`src/rtl/sflag_pkg.sv`:
```
package sflag_pkg;

    // Status byte layout; the bit positions are the decoded interface.
    typedef struct packed {
        logic rsv7;
        logic rsv6;
        logic out_ovp;    // bit 5
        logic rect_ovp;   // bit 4
        logic ss_fin;     // bit 3
        logic rsv2;
        logic rect_ok;    // bit 1
        logic out_ok;     // bit 0
    } status_t;

    typedef enum logic {
        CH_RECT = 1'b0,
        CH_OUT  = 1'b1
    } chan_e;

    // Hysteresis flag slots inside the generator.
    localparam int NFLAG      = 4;
    localparam int F_OUT_OK   = 0;
    localparam int F_RECT_OK  = 1;
    localparam int F_RECT_OVP = 2;
    localparam int F_OUT_OVP  = 3;

    // round(mv * maxc / (den10/10 * fs_mv)) in integer arithmetic
    function automatic int mv_to_code(input int mv, input int den_x10,
                                      input int fs_mv, input int adc_w);
        int maxc;
        int num;
        int div;
        maxc = (1 << adc_w) - 1;
        num  = mv * maxc * 10;
        div  = den_x10 * fs_mv;
        mv_to_code = (num + div / 2) / div;
    endfunction

endpackage

```
`src/rtl/sflag_hyst.sv`:
```
module sflag_hyst #(
    parameter int ADC_W    = 10,
    parameter int SET_CODE = 954,
    parameter int CLR_CODE = 902
) (
    input  logic             clk,
    input  logic             rst,
    input  logic             smp_vld,
    input  logic [ADC_W-1:0] code,
    input  logic             set_en,
    input  logic             clr_en,
    output logic             flag
);

    localparam logic [ADC_W-1:0] SET_V = SET_CODE[ADC_W-1:0];
    localparam logic [ADC_W-1:0] CLR_V = CLR_CODE[ADC_W-1:0];

    logic above;
    logic below;

    always_comb begin
        above = (code > SET_V) && set_en;
        below = (code < CLR_V) && clr_en;
    end

    always_ff @(posedge clk) begin
        if (rst) begin
            flag <= 1'b0;
        end else if (smp_vld) begin
            if (above) begin
                flag <= 1'b1;
            end else if (below) begin
                flag <= 1'b0;
            end
        end
    end

    AST_HOLD_NO_STROBE: assert property (@(posedge clk) disable iff (rst)
        !smp_vld |=> $stable(flag));

    AST_RISE_ABOVE_SET: assert property (@(posedge clk) disable iff (rst)
        $rose(flag) |-> ($past(code) > SET_V));

    AST_FALL_BELOW_CLR: assert property (@(posedge clk) disable iff (rst)
        $fell(flag) |-> ($past(code) < CLR_V));

endmodule

```
`src/rtl/sflag_capture.sv`:
```
module sflag_capture (
    input  logic clk,
    input  logic rst,
    input  logic smp_vld,
    input  logic din,
    output logic dout
);

    always_ff @(posedge clk) begin
        if (rst) begin
            dout <= 1'b0;
        end else if (smp_vld) begin
            dout <= din;
        end
    end

    AST_SS_FOLLOWS: assert property (@(posedge clk) disable iff (rst)
        $past(smp_vld) && !$past(rst) |-> (dout == $past(din)));

endmodule

```
`src/rtl/pwr_stat_flags.sv`:
```
module pwr_stat_flags
    import sflag_pkg::*;
#(
    parameter int ADC_W             = 10,
    parameter int FS_MV             = 1000,
    parameter int RECT_GAIN_DEN_X10 = 200,
    parameter int OUT_GAIN_DEN_X10  = 59,
    parameter int OUT_OVP_SET_MV    = 5500,
    parameter int OUT_OVP_CLR_MV    = 5200,
    parameter int RECT_OVP_SET_MV   = 18000,
    parameter int RECT_OVP_CLR_MV   = 16000,
    parameter int RECT_OK_SET_MV    = 6000,
    parameter int RECT_OK_CLR_MV    = 4500,
    parameter int OUT_OK_SET_MV     = 4500,
    parameter int OUT_OK_CLR_MV     = 4200
) (
    input  logic             clk,
    input  logic             rst,
    input  logic             smp_vld,
    input  logic [ADC_W-1:0] rect_code,
    input  logic [ADC_W-1:0] out_code,
    input  logic             clamp_on,
    input  logic             ss_done,
    output logic [7:0]       status
);

    // threshold codes derived from rail millivolts and sense gains
    localparam int SET_C [NFLAG] = '{
        mv_to_code(OUT_OK_SET_MV,   OUT_GAIN_DEN_X10,  FS_MV, ADC_W),
        mv_to_code(RECT_OK_SET_MV,  RECT_GAIN_DEN_X10, FS_MV, ADC_W),
        mv_to_code(RECT_OVP_SET_MV, RECT_GAIN_DEN_X10, FS_MV, ADC_W),
        mv_to_code(OUT_OVP_SET_MV,  OUT_GAIN_DEN_X10,  FS_MV, ADC_W)
    };
    localparam int CLR_C [NFLAG] = '{
        mv_to_code(OUT_OK_CLR_MV,   OUT_GAIN_DEN_X10,  FS_MV, ADC_W),
        mv_to_code(RECT_OK_CLR_MV,  RECT_GAIN_DEN_X10, FS_MV, ADC_W),
        mv_to_code(RECT_OVP_CLR_MV, RECT_GAIN_DEN_X10, FS_MV, ADC_W),
        mv_to_code(OUT_OVP_CLR_MV,  OUT_GAIN_DEN_X10,  FS_MV, ADC_W)
    };
    localparam chan_e CHAN [NFLAG] = '{CH_OUT, CH_RECT, CH_RECT, CH_OUT};
    localparam bit    QUAL [NFLAG] = '{1'b0, 1'b0, 1'b1, 1'b0};

    logic [NFLAG-1:0] hflag;
    logic             ss_q;
    status_t          st;

    for (genvar g = 0; g < NFLAG; g++) begin : g_flag
        logic [ADC_W-1:0] cin;
        logic             s_en;
        logic             c_en;

        if (CHAN[g] == CH_RECT) begin : g_rect
            assign cin = rect_code;
        end else begin : g_out
            assign cin = out_code;
        end

        if (QUAL[g]) begin : g_qual
            assign s_en = ~clamp_on;
            assign c_en = clamp_on;
        end else begin : g_free
            assign s_en = 1'b1;
            assign c_en = 1'b1;
        end

        sflag_hyst #(
            .ADC_W   (ADC_W),
            .SET_CODE(SET_C[g]),
            .CLR_CODE(CLR_C[g])
        ) u_hyst (
            .clk    (clk),
            .rst    (rst),
            .smp_vld(smp_vld),
            .code   (cin),
            .set_en (s_en),
            .clr_en (c_en),
            .flag   (hflag[g])
        );
    end

    sflag_capture u_ss (
        .clk    (clk),
        .rst    (rst),
        .smp_vld(smp_vld),
        .din    (ss_done),
        .dout   (ss_q)
    );

    always_comb begin
        st          = '0;
        st.out_ovp  = hflag[F_OUT_OVP];
        st.rect_ovp = hflag[F_RECT_OVP];
        st.ss_fin   = ss_q;
        st.rect_ok  = hflag[F_RECT_OK];
        st.out_ok   = hflag[F_OUT_OK];
    end

    assign status = st;

    AST_RECT_OVP_SET_QUAL: assert property (@(posedge clk) disable iff (rst)
        $rose(status[4]) |-> !$past(clamp_on));

    AST_RECT_OVP_CLR_QUAL: assert property (@(posedge clk) disable iff (rst)
        $fell(status[4]) |-> $past(clamp_on));

    AST_RESET_CLEARS: assert property (@(posedge clk)
        $past(rst) |-> (status == 8'h00));

    AST_STATUS_STROBE: assert property (@(posedge clk) disable iff (rst)
        !smp_vld |=> $stable(status));

endmodule

```
`config.mk`:
```
export PLATFORM = sky130hd
export DESIGN_NAME = pwr_stat_flags
export DESIGN_NICKNAME = d
export VERILOG_FILES = /design/src/rtl/sflag_pkg.sv /design/src/rtl/sflag_hyst.sv /design/src/rtl/sflag_capture.sv /design/src/rtl/pwr_stat_flags.sv
export SDC_FILE = /design/constraint.sdc
export NUM_CORES = 1
export LEC_CHECK = 0
export ABC_AREA = 1
export BUFFER_PORTS_ARGS = -buffer_cell sky130_fd_sc_hd__buf_2
export CAP_MARGIN = 40
export CORE_AREA = 2 2 39 41
export CTS_BUF_LIST = sky130_fd_sc_hd__clkbuf_4 sky130_fd_sc_hd__clkbuf_8 sky130_fd_sc_hd__clkbuf_16
export DETAILED_ROUTE_END_ITERATION = 8
export DIE_AREA = 0 0 41 43
export GPL_TIMING_DRIVEN = 0
export PLACE_DENSITY = 0.75
export SYNTH_ARGS = -nofsm -noshare
export SYNTH_HDL_FRONTEND = slang
export SYNTH_SLANG_ARGS = --single-unit
export TNS_END_PERCENT = 50
```
`constraint.sdc`:
```
create_clock -name clk -period 1.5 [get_ports clk]
set_clock_uncertainty 0.2 [all_clocks]
set_input_delay 0.075 -clock clk [delete_from_list [all_inputs] [get_ports clk]]
set_output_delay 0.075 -clock clk [all_outputs]
set_load 0.02 [all_outputs]
```
# After elaboration in Yosys (flattened, before gate mapping)
# Cells that the tools add are included.
[totals] regBits=5 latchBits=0 mem_bits_rw=0 romBits=0 inputBits=25 out_inout_bits=8 wordCells=32 n_memories=0
[op_classes] n_addsub=0 multipliers=0 n_div=0 n_lt_le_gt_ge=8 eq_ne=0 shift=0 muxes=8 bitwise=1 reduce_logical=10
[ops] operator="$gt A10 B10 Y1 const B" n=3
[ops] operator="$lt A10 B10 Y1 const B" n=3
[ops] operator="$gt A10 B9 Y1 const B" n=1
[ops] operator="$lt A10 B8 Y1 const B" n=1
[ops] operator="$mux W1" n=8
[ops] operator="$reduce_and A2 Y1" n=4
[ops] operator="$reduce_bool A2 Y1" n=4
[ops] operator="$logic_and A1 B1 Y1" n=2
[ops] operator="$not A1 Y1" n=1

# Logic depth before layout (Yosys ltp)
# Gate-level depths: netlist of run 1.
[logic_depth] word_depth=4 mapped_depth=7 depth_no_buf=7

# Hierarchy
# From an unflattened synthesis of run 1, not the netlist that was laid out.
[hier_totals] cells_unflattened=118 hier_area_um2=601.8
[modules_own_cells] module="sflag_hyst (g_flag[3].u_hyst)" n_inst=1 cells_each=32 area_per_inst_um2=172.7
[modules_own_cells] module="sflag_hyst (g_flag[1].u_hyst)" n_inst=1 cells_each=27 area_per_inst_um2=127.6
[modules_own_cells] module="sflag_hyst (g_flag[2].u_hyst)" n_inst=1 cells_each=23 area_per_inst_um2=110.1
[modules_own_cells] module="sflag_hyst (g_flag[0].u_hyst)" n_inst=1 cells_each=22 area_per_inst_um2=105.1
[modules_own_cells] module="sflag_capture" n_inst=1 cells_each=7 area_per_inst_um2=45.0
[modules_own_cells] module="pwr_stat_flags" n_inst=1 cells_each=7 area_per_inst_um2=41.3

# Worst setup path after synthesis of run 1
# No wires, ideal clock.
[synth_path] path_kind="input port to flip-flop" from="input out_code[4]" to="register g_flag[3].u_hyst.flag" t_arrival_ns=0.591 required_ns=1.180 path_slack_ns=0.589 path_stages=5 cell_sequence="or2_1 > nor2_1 > nand2_1 > a21oi_1 > a21oi_1"
[synth_between] elab_chain_len=3 word_cells_on_any_way=5
[synth_rtl] item="start: declaration" line="pwr_stat_flags.sv:21" rtl="input logic [ADC_W-1:0] out_code,"
[synth_rtl] item="$lt A10 B10 Y1 / $gt A10 B10 Y1 (equally long branches)" line="sflag_hyst.sv:23, sflag_hyst.sv:22"
[synth_rtl] item="$reduce_bool A2 Y1 (no source line)"
[synth_rtl] item="$reduce_and A2 Y1 (no source line)"
[synth_rtl] item="end signal: assignment" line="sflag_hyst.sv:28" rtl="flag <= 1'b0;"
[synth_rtl] item="end signal: assignment" line="sflag_hyst.sv:31" rtl="flag <= 1'b1;"
[synth_rtl] item="end signal: assignment" line="sflag_hyst.sv:33" rtl="flag <= 1'b0;"
[synth_rtl] item="end: declaration" line="sflag_hyst.sv:12" rtl="output logic flag"
# Parallel ways exist; a longest one is shown, timed or not.
# A chain may end at the register's enable or synchronous reset.

# Worst setup path in the final report of run 1
[layout_path] from="input rst" to="register g_flag[0].u_hyst.flag"
[layout_rtl] item="start: declaration" line="pwr_stat_flags.sv:18" rtl="input logic rst,"
[layout_rtl] item="end signal: assignment" line="sflag_hyst.sv:28"
[layout_rtl] item="end signal: assignment" line="sflag_hyst.sv:31"
[layout_rtl] item="end signal: assignment" line="sflag_hyst.sv:33"
[layout_rtl] item="end: declaration" line="sflag_hyst.sv:12"
# No word-level cell between the ends.

==> reports/metrics.yaml, run 1 <==
drc: 0
routed_wl_um: 1130
rsz0062_at_grt: "false"
avgViaCountPerCell: 4.37
syn_area_um2: 463
antenna_cells: 0
dieArea_um2: 1760
startpoint_type: "input port"
cts_setup_buffers: 0
p_comb_share_pct: 31.7
reg2reg_depth: 3
grt_pass1_vias: 517
area_growth_pct: 60.0
start_util_pct: 33.5
status: "completed"
whs_path_depth: 3
io_pins: 33
dp_hpwl_um: 905
core-area_um2: 1380
cp-end-kind: "register"
synth_warnings: 0
cts_resized: 0
cts.sinks: 5
htree_levels: 1
fmax_ghz: 0.699
setup_violations: 0
die_h_um: 43
crit_type: "input port to register"
critPathMaxStageDelay_ps: 560
final_common_cell: "buf_2"
synth_area_leaders: "dfxtp_1, nand2_1, buf_4, nor2_1, a21oi_1"
overflow: 0
grt_max_degree: 8
clkPwrFrac_pct: 36.9
power_leakage_uw: 0.000416
first_pass_iters: 2
grt.busiest_layer: "met2"
root_buffer: "clkbuf_4"
use_met3_pct: 6.28
finalNetCount: 151
ys_ff_latch: 5
cp.arrival_ps: 1410
tns_ps: 0
antenna_found_initial: 0
power.internal_uw: 332
yosysTopAreaCellShare_pct: 21.6
hold_viol: 0
ir_worst_vdd_v: 0.000726
grt_util_met2_pct: 24.7
power_switching_uw: 127
synth_cell_types: 15
clk_path_buf_depth: 2
yosysTopAreaCell: "dfxtp_1"
grt.met1_usage_pct: 15.5
cts_tree: "yes"
ys_seq_area_share_pct: 21.6
grt_use_total_pct: 14.3
clk_pin_slew_ps: 40
die_x_um: 41
grt_pass1_wl_um: 1790
crit_path_max_fanout: 5
drt_iter0_drc: 2
gp_congestion: 0.729
numCtsBuffers: 3
syn_inst: 83
drive_gt1_share_pct: 33.6
portBuffers: 28
placementRows: 14
fin_crit_ps: 1430
cap_violations: 0
cpMaxStageDelayCell: "dlygate4sd3_1"
power.density_nw_per_um2: 620
syn_avg_cell_area_um2: 5.58
path_cells: "dlygate4sd3_1 > buf_2 > a21oi_1 > dlygate4sd3_1"
clock_latency_ps: 240
wl_per_cell_um: 8.01
dp_worst_setup_slack_ps: 413
crit_path_frequent_cell: "dlygate4sd3_1"
p_seq_share_pct: 31.4
num_vias: 616
worst_slack_ps: 69.1
ant_nets: 0
layout_common_cells: "buf_2, nand2_1, nor2_1"
sw_frac_of_total_pct: 27.7
crit_required_ps: 1480
hold_path_class: "input port to register"
finalMaxSlewViolations: 0
fin_crit_sh_pct: 95.4
path summary, 6_finish.rpt:
check | slack, ps | endpoint | from
worst max-delay path | 70 | g_flag[0].u_hyst.flag$_SDFFE_PP0P_ | rst
worst max register to register | 170 | g_flag[0].u_hyst.flag$_SDFFE_PP0P_ | g_flag[0].u_hyst.flag$_SDFFE_PP0P_
worst min register to register | 260 | g_flag[2].u_hyst.flag$_SDFFE_PP0P_ | g_flag[2].u_hyst.flag$_SDFFE_PP0P_
worst min-delay path | 20 | u_ss.dout$_SDFFE_PP0P_ | smp_vld
power groups by stage:
stage,clock [uW],combinational (uW),sequential [uW]
final,170,146,144
after global routing,188,162,145
after CTS,177,145,144
after detailed placement,0,129,146
after global placement,0,128,146
after floorplan,0,74.4,145
synth_stat cells (all sizes together):
cell type  count
nand2         17
nor2          16
inv           10
buf            8
a21oi          7
nand3          7
o21ai          6
dfxtp          5
nor3           2
or2            2
conb           1
o211ai         1
o21bai         1
stage by stage:
stage                     cell area, um2  utilization (%)  instances  hold WS (ps)  total power [uW]
after floorplan                      470                -         85         -55.9               220
after global placement               631             45.6        129           101               274
after detailed placement             631             45.6        129          96.5               276
after CTS                            741             53.5        141          8.82               466
after global routing                 741             53.5        141          20.8               495
final                                741             53.5        141          16.9               459
flip-flops by register name (all words and copies together), names as in the netlist:
| name | cells |
|---|---|
| g_flag.u_hyst.flag | 4 |
| u_ss.dout | 1 |
critical path, delay by kind of cell:
kind | cells | cell delay [ps]
AO/OA/AOI/OAI | 1 | 110
buffers and inverters | 3 | 1240
kinds of logic (layout without fill, tap and decap cells):
group                  count (synthesis)  in the layout  synth area share, %
buffers and inverters                 18             58                 21.1
DFF                                    5              5                 21.6
and+or+nand+nor                       44             44                 39.2
AOI/OAI and AO/OA                     15             15                 17.3
other                                  1              3                0.810
layer usage:
| layer | vias to the layer above | part of all wire, % |
|---|---|---|
| met5 | - | 0 |
| met4 | 0 | 0 |
| met3 | 0 | 9.5 |
| met2 | 27 | 50 |
| met1 | 251 | 40 |
| li1 | 338 | - |
repair_timing:
action / CTS / global route
endpoints found under the hold margin: 5 / 0
hold buffers: 8 / 0
setup endpoints to repair: 0 / 0
final cells by class:
class                           instances  area, um2
Fill cell                             141        643
Multi-Input combinational cell         62        273
Timing Repair Buffer                   36        220
Sequential cell                         5        100
Buffer                                  8       60.1
Inverter                               10       37.5
Clock buffer                            4       30.0
Tap cell                               16       20.0
Power figures use the tool's default switching activity.
==> inputs of run 2 (changes only) <==
BUFFER_PORTS_ARGS = -buffer_cell sky130_fd_sc_hd__clkbuf_2   (was -buffer_cell sky130_fd_sc_hd__buf_2)
==> reports/metrics.yaml, run 2 (synthesized netlist as in run 1, its figures left out) <==
cts_setup_buffers: 0
grt_use_total_pct: 15.9
finalNetCount: 151
reg_top3: "g_flag.u_hyst.flag (4), u_ss.dout (1)"
fin_crit_sh_pct: 97.5
ir_worst_vdd_v: 0.000555
wl_per_cell_um: 8.18
first_pass_iters: 4
dieArea_um2: 1760
drt_iter0_drc: 3
tns_ps: 0
rsz0062_at_grt: "false"
cp-end-kind: "register"
antenna_found_initial: 0
hold_viol: 0
largest_reg_flops: 4
critPathMaxStageDelay_ps: 560
drc: 0
hold_path_class: "input port to register"
layout_common_cells: "clkbuf_2, nand2_1, nor2_1"
cap_violations: 0
top_register: "g_flag.u_hyst.flag"
post-route-cell-area_um2: 741
p_seq_share_pct: 31.2
start_util_pct: 33.5
routed_wl_um: 1150
root_buffer: "clkbuf_4"
fin_crit_ps: 1460
grt_pass1_vias: 552
fmax_ghz: 0.684
r2r-end: "g_flag[0].u_hyst.flag$_SDFFE_PP0P_"
clk_pin_slew_ps: 40
placementRows: 14
die_x_um: 41
htree_levels: 1
cts_hold_buf: 8
antenna_cells: 0
io_pins: 33
ant_nets: 0
cpMaxStageDelayCell: "dlygate4sd3_1"
die_h_um: 43
cts.sinks: 5
whs_path_depth: 3
status: "completed"
p_comb_share_pct: 31.8
cts_tree: "yes"
grt_pass1_wl_um: 2000
path_cells: "dlygate4sd3_1 > clkbuf_2 > a21oi_1 > dlygate4sd3_1"
instances_no_fill: 141
overflow: 0
place_inst: 129
finalMaxSlewViolations: 0
cts_resized: 0
min_to: "g_flag[2].u_hyst.flag$_SDFFE_PP0P_"
holdCritStartpoint: "smp_vld"
r2r_slack_ps: 160
crit_path_max_fanout: 5
clk_path_buf_depth: 2
dp_hpwl_um: 920
area_growth_pct: 60.0
sw_frac_of_total_pct: 27.9
power.internal_uw: 332
drive_gt1_share_pct: 33.6
cp.arrival_ps: 1440
setup_violations: 0
reg2reg_depth: 3
portBuffers: 28
power.density_nw_per_um2: 621
final_common_cell: "clkbuf_2"
timing.rr.start: "g_flag[0].u_hyst.flag$_SDFFE_PP0P_"
num_vias: 610
clkPwrFrac_pct: 37.0
clock_latency_ps: 240
crit_path_frequent_cell: "dlygate4sd3_1"
startpoint_type: "input port"
crit_type: "input port to register"
crit_required_ps: 1480
grt_max_degree: 9
gp_congestion: 0.731
dpl_cell_area_um2: 631
power_leakage_uw: 0.000418
power_switching_uw: 128
avgViaCountPerCell: 4.33
numCtsBuffers: 3
core-area_um2: 1380
run 2: cell types whose count changed in the layout (fill, tap and decap cells not counted):
cell / before / now
clkbuf_2: 0 / 28
buf_2: 28 / 0
run 2: through the flow:
step                setup slack (ps)  power [uW]  util [%]  hold WS, ps
global route                    12.3         494      53.5         29.0
finish                          37.0         460      53.5        0.992
global placement                 443         274      45.6          108
floorplan                        589         220         -        -55.9
CTS                             80.8         465      53.5         11.1
detailed placement               447         276      45.6          118
run 2: how the worst max path moves through the flow:
stage / startpoint / endpoint / slack [ps] / cells past startpoint
final: rst / g_flag[0].u_hyst.flag$_SDFFE_PP0P_ / 40 / 4
after global routing: rst / g_flag[0].u_hyst.flag$_SDFFE_PP0P_ / 10 / 4
after CTS: rst / g_flag[0].u_hyst.flag$_SDFFE_PP0P_ / 80 / 4
after detailed placement: out_code[4] / g_flag[3].u_hyst.flag$_SDFFE_PP0P_ / 450 / 6
after global placement: out_code[4] / g_flag[3].u_hyst.flag$_SDFFE_PP0P_ / 440 / 6
after floorplan: out_code[4] / g_flag[3].u_hyst.flag$_SDFFE_PP0P_ / 590 / 5
run 2: per-layer routing:
layer  global-route usage [%]  routed length (um)  up-vias
met1                     18.1                 480      242
met2                     27.2                 556       27
li1                         -                   -      341
met3                     6.28                 116        0
met5                        0                   0        -
met4                     2.00                   0        0
run 2: cell type report:
class | instances | area (um2)
clock buffer | 4 | 30.0
fill | 142 | 643
tap | 16 | 20.0
sequential | 5 | 100
buffer | 8 | 60.1
inverter | 10 | 37.5
timing repair buffer | 36 | 220
multi-input combinational | 62 | 273
run 2: power groups by stage:
stage                     Sequential (uW)  Clock (uW)  Combinational [uW]
final                                 144         170                 146
after global routing                  145         185                 164
after detailed placement              146           0                 130
after floorplan                       145           0                74.4
after CTS                             144         175                 146
after global placement                146           0                 128
run 2: worst max-delay path, delay by kind of cell:
kind	cells	cell delay [ps]
buffers and inverters	3	1240
AOI/OAI and AO/OA	1	130
==> inputs of run 3 (changes only) <==
HOLD_SLACK_MARGIN = 0.02   (was not set)
PLACE_DENSITY = not set   (was 0.75)
PLACE_DENSITY_LB_ADDON = 0.3   (was not set)
==> reports/metrics.yaml, run 3 (synthesized netlist as in run 1, its figures left out) <==
status: "completed"
numCtsBuffers: 3
cts.sinks: 5
largest_reg_flops: 4
gp_congestion: 0.648
grt.met1_usage_pct: 16.1
portBuffers: 28
grt_pass1_wl_um: 2060
cp.arrival_ps: 1440
fin_crit_sh_pct: 97.1
setup_violations: 0
fin_crit_ps: 1460
die_x_um: 41
antenna_cells: 0
cap_violations: 0
grt_util_met2_pct: 30.9
final_common_cell: "clkbuf_2"
crit_path_max_fanout: 5
dp_hpwl_um: 873
start_util_pct: 33.5
finalNetCount: 156
num_vias: 641
first_pass_iters: 4
cts_resized: 0
grt_pass1_vias: 604
avgViaCountPerCell: 4.39
die_h_um: 43
finalMaxSlewViolations: 0
startpoint_type: "input port"
routed_wl_um: 1240
fmax_ghz: 0.687
antenna_found_initial: 0
htree_levels: 1
drc: 0
crit_required_ps: 1490
grt_max_degree: 8
fillers: 136
ant_nets: 0
crit_type: "input port to register"
cp-end-kind: "register"
grt_use_total_pct: 16.5
core-area_um2: 1380
dieArea_um2: 1760
power_leakage_uw: 0.000439
clk_path_buf_depth: 2
cpMaxStageDelayCell: "dlygate4sd3_1"
critPathMaxStageDelay_ps: 560
path_cells: "dlygate4sd3_1 > clkbuf_2 > a21oi_1 > dlygate4sd3_1"
root_buffer: "clkbuf_4"
area_growth_pct: 70.8
post-route-cell-area_um2: 791
tns_ps: 0
io_pins: 33
top_register: "g_flag.u_hyst.flag"
wl_per_cell_um: 8.52
ir_worst_vdd_v: 0.000461
rsz0062_at_grt: "false"
clock_latency_ps: 240
placementRows: 14
multi_input_area_um2: 273
drive_gt1_share_pct: 32.3
crit_path_frequent_cell: "dlygate4sd3_1"
reg_top3: "g_flag.u_hyst.flag (4), u_ss.dout (1)"
regArea_um2: 100
overflow: 0
dpl_cell_area_um2: 631
drt_iter0_drc: 3
clk_pin_slew_ps: 50
cts_tree: "yes"
hold_viol: 0
hold_path_class: "input port to register"
power.density_nw_per_um2: 600
use_met3_pct: 4.71
layout_common_cells: "clkbuf_2, nand2_1, nor2_1"
grt.busiest_layer: "met2"
## run 3: area by class of cell
type	instances	share of cell area, %
Multi-Input combinational cell	62	34.5
Timing Repair Buffer	41	34.2
Sequential cell	5	12.7
Buffer	8	7.59
Inverter	10	4.75
Clock buffer	4	3.80
Tap cell	16	2.53
## run 3: power breakdown
| part | internal [uW] | switching (uW) | total (uW) |
|---|---|---|---|
| Clock | 119 | 57.4 | 176 |
| Combinational | 81.0 | 73.8 | 155 |
| Sequential | 140 | 3.84 | 144 |
| Total | 340 | 135 | 475 |
## run 3: path summary, 6_finish.rpt
check | slack [ps] | end | from | depth (start not counted)
worst min-delay path | 30 | g_flag[3].u_hyst.flag$_SDFFE_PP0P_ | out_code[1] | 5
worst min register to register | 270 | g_flag[1].u_hyst.flag$_SDFFE_PP0P_ | g_flag[1].u_hyst.flag$_SDFFE_PP0P_ | 2
worst max-delay path | 40 | g_flag[2].u_hyst.flag$_SDFFE_PP0P_ | rst | 4
worst max register to register | 190 | g_flag[2].u_hyst.flag$_SDFFE_PP0P_ | g_flag[2].u_hyst.flag$_SDFFE_PP0P_ | 3
## run 3: what timing repair did
action	4_1_cts	5_1_grt
hold endpoints to repair	5	0
buffers inserted	0	0
hold buffers	13	0
setup endpoints to repair	0	0
## run 3: critical path, delay by kind of cell
kind / cells / cell delay [ps]
buf+inv: 3 / 1260
compound gates: 1 / 110
## run 3: per-stage QoR
| step | total power, uW | util (%) | std cells | setup WS (ps) | hold WS (ps) |
|---|---|---|---|---|---|
| after floorplan | 220 | - | 85 | 589 | -55.9 |
| after global placement | 274 | 45.6 | 129 | 449 | 106 |
| after detailed placement | 275 | 45.6 | 129 | 437 | 112 |
| after CTS | 481 | 57.1 | 146 | 91.9 | 29.5 |
| after global routing | 513 | 57.1 | 146 | 5.18 | 66.6 |
| final | 475 | 57.1 | 146 | 43.7 | 32.4 |
## run 3: per-layer routing
metal	routed length [um]	share of wire, %
met2	695	56
met5	0	0
met3	74	5.9
met1	475	38
met4	0	0
